## src/rtl/intFloatCmp_pkg.sv

```systemverilog
package intFloatCmp_pkg;
  localparam int EXP_W    = 15;
  localparam int MAN_W    = 64;
  localparam int INT_W    = 32;
  localparam int NARROW_W = 16;
  localparam int FP_W     = 1 + EXP_W + MAN_W;
  localparam int BIAS     = (1 << (EXP_W - 1)) - 1;
  localparam int PAD_W    = MAN_W - INT_W;
  localparam int LZ_W     = $clog2(INT_W) + 1;
  localparam int KEY_W    = EXP_W + MAN_W;

  typedef enum logic [2:0] {
    CC_GT = 3'b000,
    CC_LT = 3'b001,
    CC_EQ = 3'b100,
    CC_UN = 3'b111
  } ccCode_t;

  typedef struct packed {
    logic capture;
  } ctlStrobe_t;

  function automatic logic [LZ_W-1:0] leadZeros(input logic [INT_W-1:0] v);
    logic [LZ_W-1:0] n;
    logic seen;
    n = '0;
    seen = 1'b0;
    for (int k = INT_W - 1; k >= 0; k--) begin
      if (!seen) begin
        if (v[k]) seen = 1'b1;
        else n = n + LZ_W'(1);
      end
    end
    return n;
  endfunction
endpackage

```

## src/rtl/intFloatCmp_ctl.sv

```systemverilog
module intFloatCmp_ctl
  import intFloatCmp_pkg::*;
(
  input  logic       clk,
  input  logic       rstN,
  input  logic       inValid,
  input  logic       popReq,
  output ctlStrobe_t strobe,
  output logic       popOut,
  output logic       doneOut
);
  // The datapath captures in the request cycle; done and pop follow one edge later.
  always_comb strobe.capture = inValid;

  always_ff @(posedge clk) begin
    if (!rstN) begin
      doneOut <= 1'b0;
      popOut  <= 1'b0;
    end else begin
      doneOut <= inValid;
      popOut  <= inValid & popReq;
    end
  end
endmodule

```

## src/rtl/intFloatCmp_dp.sv

```systemverilog
module intFloatCmp_dp
  import intFloatCmp_pkg::*;
(
  input  logic             clk,
  input  logic             rstN,
  input  ctlStrobe_t       strobe,
  input  logic [FP_W-1:0]  fpIn,
  input  logic [INT_W-1:0] intIn,
  input  logic             intNarrow,
  input  logic             stEmpty,
  output logic [2:0]       ccOut,
  output logic             invalidOut,
  output logic             stackFault,
  output logic             denormOut
);
  // Float fields
  logic             fSign;
  logic [EXP_W-1:0] fExp;
  logic [MAN_W-1:0] fMan;
  assign fSign = fpIn[FP_W-1];
  assign fExp  = fpIn[FP_W-2 -: EXP_W];
  assign fMan  = fpIn[MAN_W-1:0];

  logic jBit, expMax, expZero, fracZero;
  assign jBit     = fMan[MAN_W-1];
  assign expMax   = &fExp;
  assign expZero  = (fExp == '0);
  assign fracZero = (fMan[MAN_W-2:0] == '0);

  // Classification: infinities order normally, every other all-ones
  // exponent and every unnormal is unordered.
  logic isInf, isBad, fZero, isDen;
  assign isInf = expMax & jBit & fracZero;
  assign isBad = (expMax & ~isInf) | (~expMax & ~expZero & ~jBit);
  assign fZero = expZero & (fMan == '0);
  assign isDen = expZero & ~fZero;

  // Exact integer to extended conversion
  logic [INT_W-1:0] intExt, iMag;
  logic             iNeg, iZero;
  logic [LZ_W-1:0]  lz;
  logic [EXP_W-1:0] iExp;
  logic [MAN_W-1:0] iMan;

  assign intExt = intNarrow ? {{(INT_W-NARROW_W){intIn[NARROW_W-1]}}, intIn[NARROW_W-1:0]}
                            : intIn;
  assign iNeg   = intExt[INT_W-1];
  assign iMag   = iNeg ? (~intExt + INT_W'(1)) : intExt;
  assign iZero  = (iMag == '0);
  assign lz     = leadZeros(iMag);
  assign iExp   = EXP_W'(BIAS + INT_W - 1 - int'(lz));
  assign iMan   = {iMag << lz, {PAD_W{1'b0}}};

  // Magnitude compare on {exponent, significand}
  logic [KEY_W-1:0] fKey, iKey;
  logic magGt, magEq;
  assign fKey  = {fExp, fMan};
  assign iKey  = {iExp, iMan};
  assign magGt = fKey > iKey;
  assign magEq = fKey == iKey;

  ccCode_t relNext;
  always_comb begin
    if (stEmpty || isBad)       relNext = CC_UN;
    else if (fZero && iZero)    relNext = CC_EQ;
    else if (fZero)             relNext = iNeg ? CC_GT : CC_LT;
    else if (iZero)             relNext = fSign ? CC_LT : CC_GT;
    else if (fSign != iNeg)     relNext = fSign ? CC_LT : CC_GT;
    else if (magEq)             relNext = CC_EQ;
    else if (magGt ^ fSign)     relNext = CC_GT;
    else                        relNext = CC_LT;
  end

  always_ff @(posedge clk) begin
    if (!rstN) begin
      ccOut      <= CC_GT;
      invalidOut <= 1'b0;
      stackFault <= 1'b0;
      denormOut  <= 1'b0;
    end else if (strobe.capture) begin
      ccOut      <= relNext;
      invalidOut <= stEmpty | isBad;
      stackFault <= stEmpty;
      denormOut  <= ~stEmpty & isDen;
    end
  end
endmodule

```

## src/rtl/intFloatCmp.sv

```systemverilog
module intFloatCmp
  import intFloatCmp_pkg::*;
(
  input  logic             clk,
  input  logic             rstN,
  input  logic             inValid,
  input  logic [FP_W-1:0]  fpIn,
  input  logic [INT_W-1:0] intIn,
  input  logic             intNarrow,
  input  logic             popReq,
  input  logic             stEmpty,
  output logic [2:0]       ccOut,
  output logic             invalidOut,
  output logic             stackFault,
  output logic             denormOut,
  output logic             popOut,
  output logic             doneOut
);
  ctlStrobe_t strobe;

  intFloatCmp_ctl u_ctl (
    .clk     (clk),
    .rstN    (rstN),
    .inValid (inValid),
    .popReq  (popReq),
    .strobe  (strobe),
    .popOut  (popOut),
    .doneOut (doneOut)
  );

  intFloatCmp_dp u_dp (
    .clk        (clk),
    .rstN       (rstN),
    .strobe     (strobe),
    .fpIn       (fpIn),
    .intIn      (intIn),
    .intNarrow  (intNarrow),
    .stEmpty    (stEmpty),
    .ccOut      (ccOut),
    .invalidOut (invalidOut),
    .stackFault (stackFault),
    .denormOut  (denormOut)
  );
endmodule

```

## config.mk

```make
export PLATFORM = sky130hd
export DESIGN_NAME = intFloatCmp
export DESIGN_NICKNAME = d
export VERILOG_FILES = /design/src/rtl/intFloatCmp_pkg.sv /design/src/rtl/intFloatCmp_ctl.sv /design/src/rtl/intFloatCmp_dp.sv /design/src/rtl/intFloatCmp.sv
export SDC_FILE = /design/constraint.sdc
export NUM_CORES = 1
export LEC_CHECK = 0
export BUFFER_PORTS_ARGS = -buffer_cell sky130_fd_sc_hd__buf_2
export CORE_ASPECT_RATIO = 0.75
export CORE_UTILIZATION = 61
export CTS_CLUSTER_DIAMETER = 100
export DETAILED_ROUTE_END_ITERATION = 10
export GPL_TIMING_DRIVEN = 0
export PLACE_DENSITY_LB_ADDON = 0.25
export SLEW_MARGIN = 40
export SYNTH_ARGS = -nofsm -noshare
export SYNTH_HDL_FRONTEND = slang
export SYNTH_SLANG_ARGS = --single-unit
```

## constraint.sdc

```tcl
create_clock -name clk -period 31.9 [get_ports clk]
set_clock_uncertainty 0.15 [all_clocks]
set_input_delay 4.785 -clock clk [delete_from_list [all_inputs] [get_ports clk]]
set_output_delay 4.785 -clock clk [all_outputs]
set_load 0.01 [all_outputs]
```

# Yosys cells after proc, flatten, opt, wreduce, memory -nomap -nowiden
# Cells that the tools add are included.
# totals
regBits	8
latchBits	0
mem_bits_rw	0
mem_bits_ro	0
in_bits	118
elab_cells	204
n_memories	0
# classes
addsub	33
multipliers	0
div_mod_pow	0
order_cmp	1
eq_ne	2
n_shift	1
mux	135
bitwise	19
n_reduce_logical	7
# op_table
operator	count
6-bit 2-to-1 mux	62
6-bit by 1-bit adder with 6-bit output (second input constant)	30
79-bit == test	1
79-bit greater-than comparator	1
1-bit 2-to-1 mux	65
64-bit zero test	1
32-bit 2-to-1 mux	2
63-bit zero test	1
32-bit by 1-bit adder with 32-bit output (second input constant)	1
32-bit zero test	1
32-bit inverter	1
32-bit by 6-bit << shifter with 32-bit output	1
3-bit 2-to-1 mux	6
15-bit zero test	1
15-bit AND reduction	1
15-bit by 6-bit subtractor with 15-bit output (first input constant)	1
1-bit AND	9
1-bit inverter	6
1-bit by 1-bit adder with 2-bit output (second input constant)	1
1-bit OR	2
1-bit logical AND	1
1-bit logical OR	1
1-bit inequality test	1
1-bit XOR	1

# Logic depth before layout (Yosys ltp)
# Gate-level depths: netlist of the first run.
# logic_depth
word_depth	108
ltp_mapped	132

# Hierarchy
# From an unflattened synthesis of the first run, not the netlist that was laid out.
# hier_totals
hier_cells	1255
area_unflattened_um2	8569.5
# modules_own_cells
mod	instances	cells_each	area_per_inst_um2	seq_area_each_um2
intFloatCmp_dp	1	1250	8509.4	100.1
intFloatCmp_ctl	1	5	60.1	40.0

# Worst setup path after synthesis of the first run
# Ideal clock, no wire load.
# synth_path
kind	input port to flip-flop
startpoint	in intIn[9]
endpoint	reg u_dp.ccOut[0]
t_arrival_ns	27.306
path_slack_ns	4.374
stages	130
cell_sequence	clkbuf_1 > nor4_1 > nand4_1 > nor4_1 > a21oi_1 > mux2i_1 > o21ai_0 > inv_1 > ha_1 > o21ai_0 > a21oi_1 > ha_1 > mux2i_1 > a31oi_1 > ha_1 > nand2_1 > nand2_1 > ha_1 > [94 not listed] > o21ai_0 > nand2b_1 > a21oi_1 > nor2b_1 > o21ai_0 > nand2b_1 > a21oi_1 > nor2_1 > a211oi_1 > o21ai_0 > a21oi_1 > nor3_1 > o311a_1 > a2111oi_0 > o21ai_0 > nand2_1 > a31oi_1 > a21oi_1
# synth_via
elab_chain_cells	108
elab_cells_between_ends	165
# synth_rtl
item	line	rtl
start, declared	intFloatCmp.sv:8	input logic [INT_W-1:0] intIn,
32-bit 2-to-1 mux (*)	intFloatCmp_dp.sv:45	assign intExt = intNarrow ? {{(INT_W-NARROW_W){intIn[NARROW_W-1]}}, intIn[NARROW_W-1:0]}
32-bit inverter	intFloatCmp_dp.sv:48	assign iMag = iNeg ? (~intExt + INT_W'(1)) : intExt;
32-bit by 1-bit adder with 32-bit output	intFloatCmp_dp.sv:48	
32-bit 2-to-1 mux (*)	intFloatCmp_dp.sv:48	
1-bit 2-to-1 mux	intFloatCmp_pkg.sv:30	if (v[k]) seen = 1'b1;
1-bit by 1-bit adder with 2-bit output	intFloatCmp_pkg.sv:31	else n = n + LZ_W'(1);
6-bit 2-to-1 mux	intFloatCmp_pkg.sv:30	
6-bit 2-to-1 mux	intFloatCmp_pkg.sv:29	if (!seen) begin
[92 not listed]	--	
1-bit XOR	intFloatCmp_dp.sv:70	else if (magGt ^ fSign) relNext = CC_GT;
1-bit 2-to-1 mux	intFloatCmp_dp.sv:70	
3-bit 2-to-1 mux	intFloatCmp_dp.sv:69	else if (magEq) relNext = CC_EQ;
3-bit 2-to-1 mux	intFloatCmp_dp.sv:68	else if (fSign != iNeg) relNext = fSign ? CC_LT : CC_GT;
3-bit 2-to-1 mux	intFloatCmp_dp.sv:67	else if (iZero) relNext = fSign ? CC_LT : CC_GT;
3-bit 2-to-1 mux	intFloatCmp_dp.sv:66	else if (fZero) relNext = iNeg ? CC_GT : CC_LT;
3-bit 2-to-1 mux (*)	intFloatCmp_dp.sv:65	else if (fZero && iZero) relNext = CC_EQ;
3-bit 2-to-1 mux (*)	intFloatCmp_dp.sv:64	if (stEmpty || isBad) relNext = CC_UN;
end signal, assigned	intFloatCmp_dp.sv:81	ccOut <= relNext;
end, declared	intFloatCmp_dp.sv:11	output logic [2:0] ccOut,
# Every way passes the cells marked *; elsewhere a longest branch is shown, timed or not.
# A chain may end at the register's enable or synchronous reset.

# Final worst setup path of the first run
# layout_path
startpoint	in intIn[0]
endpoint	reg u_dp.ccOut[0]
# The elaborated chain is that of the path after synthesis.

==> results by group, run 1 <==
Final layout
  – Final instance area: 10130 sq um
  – Reg area: 140.1 sq um
  – Nets: 1680
  – Area Overhead vs Synth: 13.43%
  – Most frequent cells in the layout: nor2_1 (172), nand2_1 (146), buf_2 (129)
  – Multi-input gate area: 8569 sq um
  – Share of cells above drive strength 1: 16.60%
  – Commonest non-fill, non-tap cell in the layout: nor2_1
  – Fill cells: 1227

Worst setup path
  – Most used cell, CP: ha_1
  – Worst EP required: 31900 ps
  – CP max-delay cell: or4_1
  – CP max FO: 10
  – Crit start category: primary input
  – Arr. time, crit path: 30350 ps
  – Kind of critical path: primary input to flip-flop
  – CP max stage delay: 610 ps
  – Worst Setup End Kind: flip-flop

Die
  – Die width: 141.7 um
  – Initial Util: 63.89%
  – Die Height: 106.8 um
  – Die Area: 15140 sq um
  – Core area: 13980 sq um
  – Row count: 37
  – Ports: 126

Routing
  – Pre-Repair DR Iteration Count: 5
  – Drt drc: 0
  – ANT nets after route: 0
  – Via/cell ratio: 6.772
  – Final WL: 31730 um
  – Iteration-0 DRC count of the detailed router: 1343
  – DR vias: 11370
  – Average wire per cell in the routed design: 18.90 um

Pwr
  – Power, Total: 434.5 uW
  – Static Leakage: 4.084 nW
  – Max IR drop VDD: 0.00004106 V
  – Power Density: 42.89 nW/um^2

STA
  – Final Max Tran Viols: 0
  – Setup violators final: 0
  – Min setup slack post-route: 1550 ps
  – Slew @ Worst Pin: 876.5 ps
  – Endpoints failing hold: 0
  – Tmin final: 30350 ps
  – Rel. slew slack: 39.90%
  – Fmax: 32.95 MHz
  – Ratio of final minimum period to clock period: 95.14%

Logic synthesis
  – Post-synthesis sequential area ratio: 1.569%
  – Top post-synthesis cells by area: ha_1 (11%), nor2_1 (7.3%), nand2_1 (6.1%), mux2i_1 (5.3%), a21oi_1 (4.8%)
  – Number of synthesized flops with an enable pin: 0
  – Mean Syn Cell Area: 6.612 sq um
  – Async S/R FF share, synth: 0%
  – Syn Inst Count: 1351
  – Cell Area, Synth: 8932 sq um
  – Ys flop type: dfxtp_1
  – Share of the synthesized area in the top cell type: 11.07%
  – Post-Syn Nets: 1548
  – Area leader, netlist: ha_1
  – Synth unique cells: 93
  – Synth Register Bits: 7
  – Ys Warns: 0

Place
  – GPL Wtd Cong: 1.001
  – Detailed placement HPWL: 25900 um
  – Worst slack, placed: -46.99 ps
  – DP Area: 9796 sq um
  – Port Buffer Count: 119

Worst hold path
  – HP Class: flip-flop to flip-flop

Clock network
  – CTS tree: built
  – CTS H-tree lvls: 1
  – Clk buf depth: 2
  – # hold bufs at CTS: 0
  – Clock transition at path regs: 40 ps
  – CTS root buf: clkbuf_16
  – Clk_lat worst skew: 230 ps
  – Clock sink count: 7
  – Num CTS Buffers: 3

Outcome
  – Status: complete, no violations

Global routing
  – First-pass GRT wire length: 50620 um
  – Number of global-route vias before repair: 10010
  – Total grt overflow: 0
  – Initial antenna violation count: 1
  – Largest net degree at the start of global routing: 11
  – Gr usage total: 40.96%

Flow run
  – Max-Cap Viols: 0
==> cell type report <==
class	instances	area share (%)
multi-input combinational	1241	84.58
inverter	35	1.297
clock inverter	1	0.04939
sequential	7	1.383
tap	195	2.408
clock buffer	3	0.7409
timing repair buffer	127	6.471
antenna	2	0.04939
buffer	68	3.025
==> worst max-delay path, delay by kind of cell <==
family,cells,cell delay (ps)
and+or+nand+nor,45,6100
buffers and inverters,6,1050
AOI/OAI and AO/OA,35,5810
muxes,13,2520
xor gates and xnor gates,3,900
adders and majority gates,29,9190
==> per-stage QoR <==
stage	util [%]	std cells	TNS (ps)	hold slack [ps]
5_1_grt	72.44	1677	-43.48	371.5
2_1_floorplan	-	1351	0	348.4
3_5_place_dp	70.06	1665	-46.99	334.1
3_3_place_gp	69.89	1665	0	318.8
4_1_cts	70.64	1669	0	374.6
6_report	72.47	1679	0	378.3
==> synth_stat cells (30+ instances only) <==
cell,instances
nor4_1,38
nand3_1,57
nand2_1,146
clkbuf_1,45
a21oi_1,86
xor2_1,30
o21ai_0,74
nor2_1,173
mux2i_1,47
xnor2_1,36
nor3_1,42
inv_1,32
ha_1,79
nand4_1,43
==> flip-flops by register name, summed over array words and instances (netlist names) <==
register	cells
u_dp.stackFault	1
u_dp.denormOut	1
u_ctl.popOut	1
u_dp.ccOut	3
u_ctl.doneOut	1
==> logic make-up after synthesis <==
| logic type | after synthesis | synth area share, % |
|---|---|---|
| xor gates and xnor gates | 90 | 11.92 |
| adders and majority gates | 80 | 11.18 |
| AOI/OAI and AO/OA | 343 | 25.44 |
| and+or+nand+nor | 665 | 37.47 |
| DFF | 7 | 1.569 |
| muxes | 63 | 7.578 |
| buffers and inverters | 103 | 4.847 |
==> repair_timing <==
action,4_1_cts,5_1_grt
setup endpoints to repair,0,2
gates resized for setup,0,33
setup buffers,0,8
==> worst paths after layout <==
path                 start  slack (ps)  cells after the start             to
min          u_dp.ccOut[1]         380                      1  u_dp.ccOut[1]
max reg2reg  u_dp.ccOut[0]       31050                      2  u_dp.ccOut[0]
max               intIn[0]        1550                    131  u_dp.ccOut[0]
min reg2reg  u_dp.ccOut[1]         380                      1  u_dp.ccOut[1]
==> metal layers <==
metal / up-vias / GRT usage [%] / part of all wire, %
met2: 703 / 62.67 / 42
met3: 62 / 8.754 / 13
met4: 0 / 4.301 / 1.2
met5: - / 0 / 0
met1: 5267 / 59.96 / 44
li1: 5339 / - / -
==> report_power, final <==
| part | internal, mW | leakage [nW] | switching [mW] |
|---|---|---|---|
| Clock | 0.0165 | 0.0409 | 0.00533 |
| Combinational | 0.155 | 3.99 | 0.248 |
| Sequential | 0.00929 | 0.0579 | 0.000234 |
Power figures use the tool's default switching activity.
==> inputs of run 2 (changes only) <==
- CORE_UTILIZATION: 61 -> 35
==> run 2 against run 1 <==
Net effect: power up 0.64%; critical path depth up 1; maximum frequency up 0.56%; clock power down 4%; setup slack better by 170 ps; sequential power down 0.5%; global-route usage down 18 points; core utilization down 31 points; sequential share of layout area about the same; register-to-register slack better by 80 ps; largest cell class unchanged; via count down 5.3%; combinational power up 1%.
==> results by group, run 2 (synthesis gave the netlist of run 1 again) <==
Outcome
  – Status: complete, no violations (unchanged)

Die
  – Die Height: 140.4 um (was 106.8 um)
  – Die width: 186.5 um (was 141.7 um)
  – Die Area: 26170 sq um (was 15140 sq um)
  – Initial Util: 35.70% (was 63.89%)
  – Core area: 25020 sq um (was 13980 sq um)
  – Row count: 50 (was 37)
  – Ports: 126 (unchanged)

Routing
  – ANT nets after route: 0 (unchanged)
  – Via/cell ratio: 5.919 (was 6.772)
  – Iteration-0 DRC count of the detailed router: 973 (was 1343)
  – DR vias: 10770 (was 11370)
  – Drt drc: 0 (unchanged)
  – Final WL: 32150 um (was 31730 um)
  – Pre-Repair DR Iteration Count: 5 (unchanged)
  – Average wire per cell in the routed design: 17.67 um (was 18.90 um)

Pwr
  – Combinational Power Share: 93.1% (was 92.8%)
  – Switch share: 58.60% (was 58.36%)
  – Cell Int Power: 181.0 uW (was 180.9 uW)
  – Flop pwr share: 2.2% (about the same)
  – Clock Power Share: 4.8% (was 5.0%)
  – Max IR drop VDD: 0.00002021 V (was 0.00004106 V)
  – Power Density: 42.46 nW/um^2 (was 42.89 nW/um^2)
  – Static Leakage: 4.088 nW (was 4.084 nW)
  – Switching Power: 256.3 uW (was 253.6 uW)

Final layout
  – Biggest register: u_dp.ccOut (unchanged)
  – Post-Layout Cell Count: 1820 (was 1679)
  – Multi-input gate area: 8552 sq um (was 8569 sq um)
  – Reg area: 140.1 sq um (unchanged)
  – Most frequent cells in the layout: nor2_1 (171), nand2_1 (146), buf_2 (129) (was nor2_1 (172), nand2_1 (146), buf_2 (129))
  – Max reg flops: 3 (unchanged)
  – Share of cells above drive strength 1: 16.40% (was 16.60%)
  – Fin util: 41.16% (was 72.47%)
  – Commonest non-fill, non-tap cell in the layout: nor2_1 (unchanged)
  – Final instance area: 10300 sq um (was 10130 sq um)
  – Diodes inserted: 0 (was 2)
  – Nets: 1680 (unchanged)
  – Area Overhead vs Synth: 15.31% (was 13.43%)
  – Fill cells: 2717 (was 1227)

Place
  – GPL Wtd Cong: 0.9825 (was 1.001)
  – Placed Instances: 1809 (was 1665)
  – DP Area: 9980 sq um (was 9796 sq um)
  – Detailed placement HPWL: 26980 um (was 25900 um)
  – Port Buffer Count: 119 (unchanged)

Worst setup path
  – CP max FO: 10 (unchanged)
  – R2R setup slack: 31130 ps (was 31050 ps)
  – Reg2reg end: u_dp.ccOut[1] (was u_dp.ccOut[0])
  – Worst EP required: 31910 ps (was 31900 ps)
  – Reg2reg path depth: 1 (was 2)
  – CP max stage delay: 580 ps (was 610 ps)
  – Most used cell, CP: ha_1 (unchanged)
  – Crit path from: intIn[0] (unchanged)
  – Kind of critical path: primary input to flip-flop (unchanged)
  – Worst reg2reg path startpoint: u_dp.ccOut[1] (was u_dp.ccOut[0])
  – Worst Setup End Kind: flip-flop (unchanged)
  – Crit start category: primary input (unchanged)
  – Critical Path End: u_dp.ccOut[0] (unchanged)
  – Arr. time, crit path: 30190 ps (was 30350 ps)
  – CP max-delay cell: or4_1 (unchanged)

Global routing
  – GR peak layer: met1 (was met2)
  – Number of global-route vias before repair: 9412 (was 10010)
  – Met1 Usage GRT: 35.83% (was 59.96%)
  – Gr usage total: 23.16% (was 40.96%)
  – Largest net degree at the start of global routing: 11 (unchanged)
  – First-pass GRT wire length: 50200 um (was 50620 um)
  – Total grt overflow: 0 (unchanged)
  – Initial antenna violation count: 0 (was 1)
  – Met3 Use GR: 4.109% (was 8.754%)
  – Met2 usage: 33.50% (was 62.67%)

Clock network
  – Clk_lat worst skew: 230 ps (about the same)
  – CTS root buf: clkbuf_16 (unchanged)
  – CTS H-tree lvls: 1 (unchanged)
  – Clock transition at path regs: 40 ps (about the same)
  – # hold bufs at CTS: 0 (unchanged)
  – Clock sink count: 7 (unchanged)
  – Num CTS Buffers: 3 (unchanged)
  – Clk buf depth: 2 (unchanged)
  – CTS tree: built (unchanged)

STA
  – Rel. slew slack: 40.03% (was 39.90%)
  – Endpoints failing hold: 0 (unchanged)
  – Ratio of final minimum period to clock period: 94.61% (was 95.14%)
  – Final Max Tran Viols: 0 (unchanged)
  – Setup violators final: 0 (unchanged)
  – Fmax: 33.13 MHz (was 32.95 MHz)
  – Tmin final: 30180 ps (was 30350 ps)
  – Slew @ Worst Pin: 894.1 ps (was 876.5 ps)

Worst hold path
  – HP Class: flip-flop to flip-flop (unchanged)

Flow run
  – Max-Cap Viols: 0 (unchanged)
-- run 2: cell count changes in the layout (fill, tap and decap cells not counted), moves of 2 or more --
| cell | change |
|---|---|
| nor4_1 | +2 |
| o21ai_1 | -2 |
| diode_2 | -2 |
| o21ai_0 | +2 |
| buf_4 | -2 |
-- run 2: area by class of cell --
class | instances | area share, %
flip-flops and latches | 7 | 1.361
inverters | 35 | 1.276
plain buffers | 68 | 3.000
well taps | 338 | 4.106
clock buffers | 4 | 0.7653
repair buffers | 127 | 6.463
multi-input cells | 1241 | 83.03
-- run 2: per-stage QoR --
step / worst slack [ps] / setup TNS (ps) / hold WS, ps / total power [mW]
2_1_floorplan: 4374 / 0 / 348.4 / 0.2966
3_3_place_gp: 199.3 / 0 / 318.0 / 0.3934
3_5_place_dp: 1.823 / 0 / 318.0 / 0.3979
4_1_cts: 158.1 / 0 / 324.9 / 0.4218
5_1_grt: -67.00 / -67.00 / 367.7 / 0.4834
6_report: 1718 / 0 / 321.6 / 0.4373
-- run 2: worst min-delay path by stage --
stage              startpoint        endpoint  cells after the start
2_1_floorplan  u_dp.denormOut  u_dp.denormOut                      2
3_3_place_gp   u_dp.denormOut  u_dp.denormOut                      2
3_5_place_dp   u_dp.denormOut  u_dp.denormOut                      2
4_1_cts        u_dp.denormOut  u_dp.denormOut                      2
5_1_grt        u_dp.denormOut  u_dp.denormOut                      2
6_report       u_dp.denormOut  u_dp.denormOut                      2
-- run 2: layer usage --
metal,wire length [um],part of all wire [%]
met2,12960,40
met3,2806,8.7
met1,16070,50
met5,0,0
met4,320,1.0
-- run 2: power by group through the flow --
stage	Combinational [mW]	Sequential, mW	Clock (mW)
finish	0.407	0.00947	0.0209
global route	0.452	0.00954	0.0220
CTS	0.391	0.00948	0.0215
detailed placement	0.388	0.00961	0
global placement	0.384	0.00962	0
floorplan	0.287	0.00988	0
-- run 2: repair_timing --
action,CTS,global route
gates resized for setup,0,30
setup buffers,0,7
endpoints found under the setup margin,0,2
-- run 2: critical path, delay by kind of cell --
family	cells	cell delay (ps)
fa+ha+maj	30	9430
compound gates	39	6590
simple gates	41	5130
mux	15	3140
buf+inv	7	1090
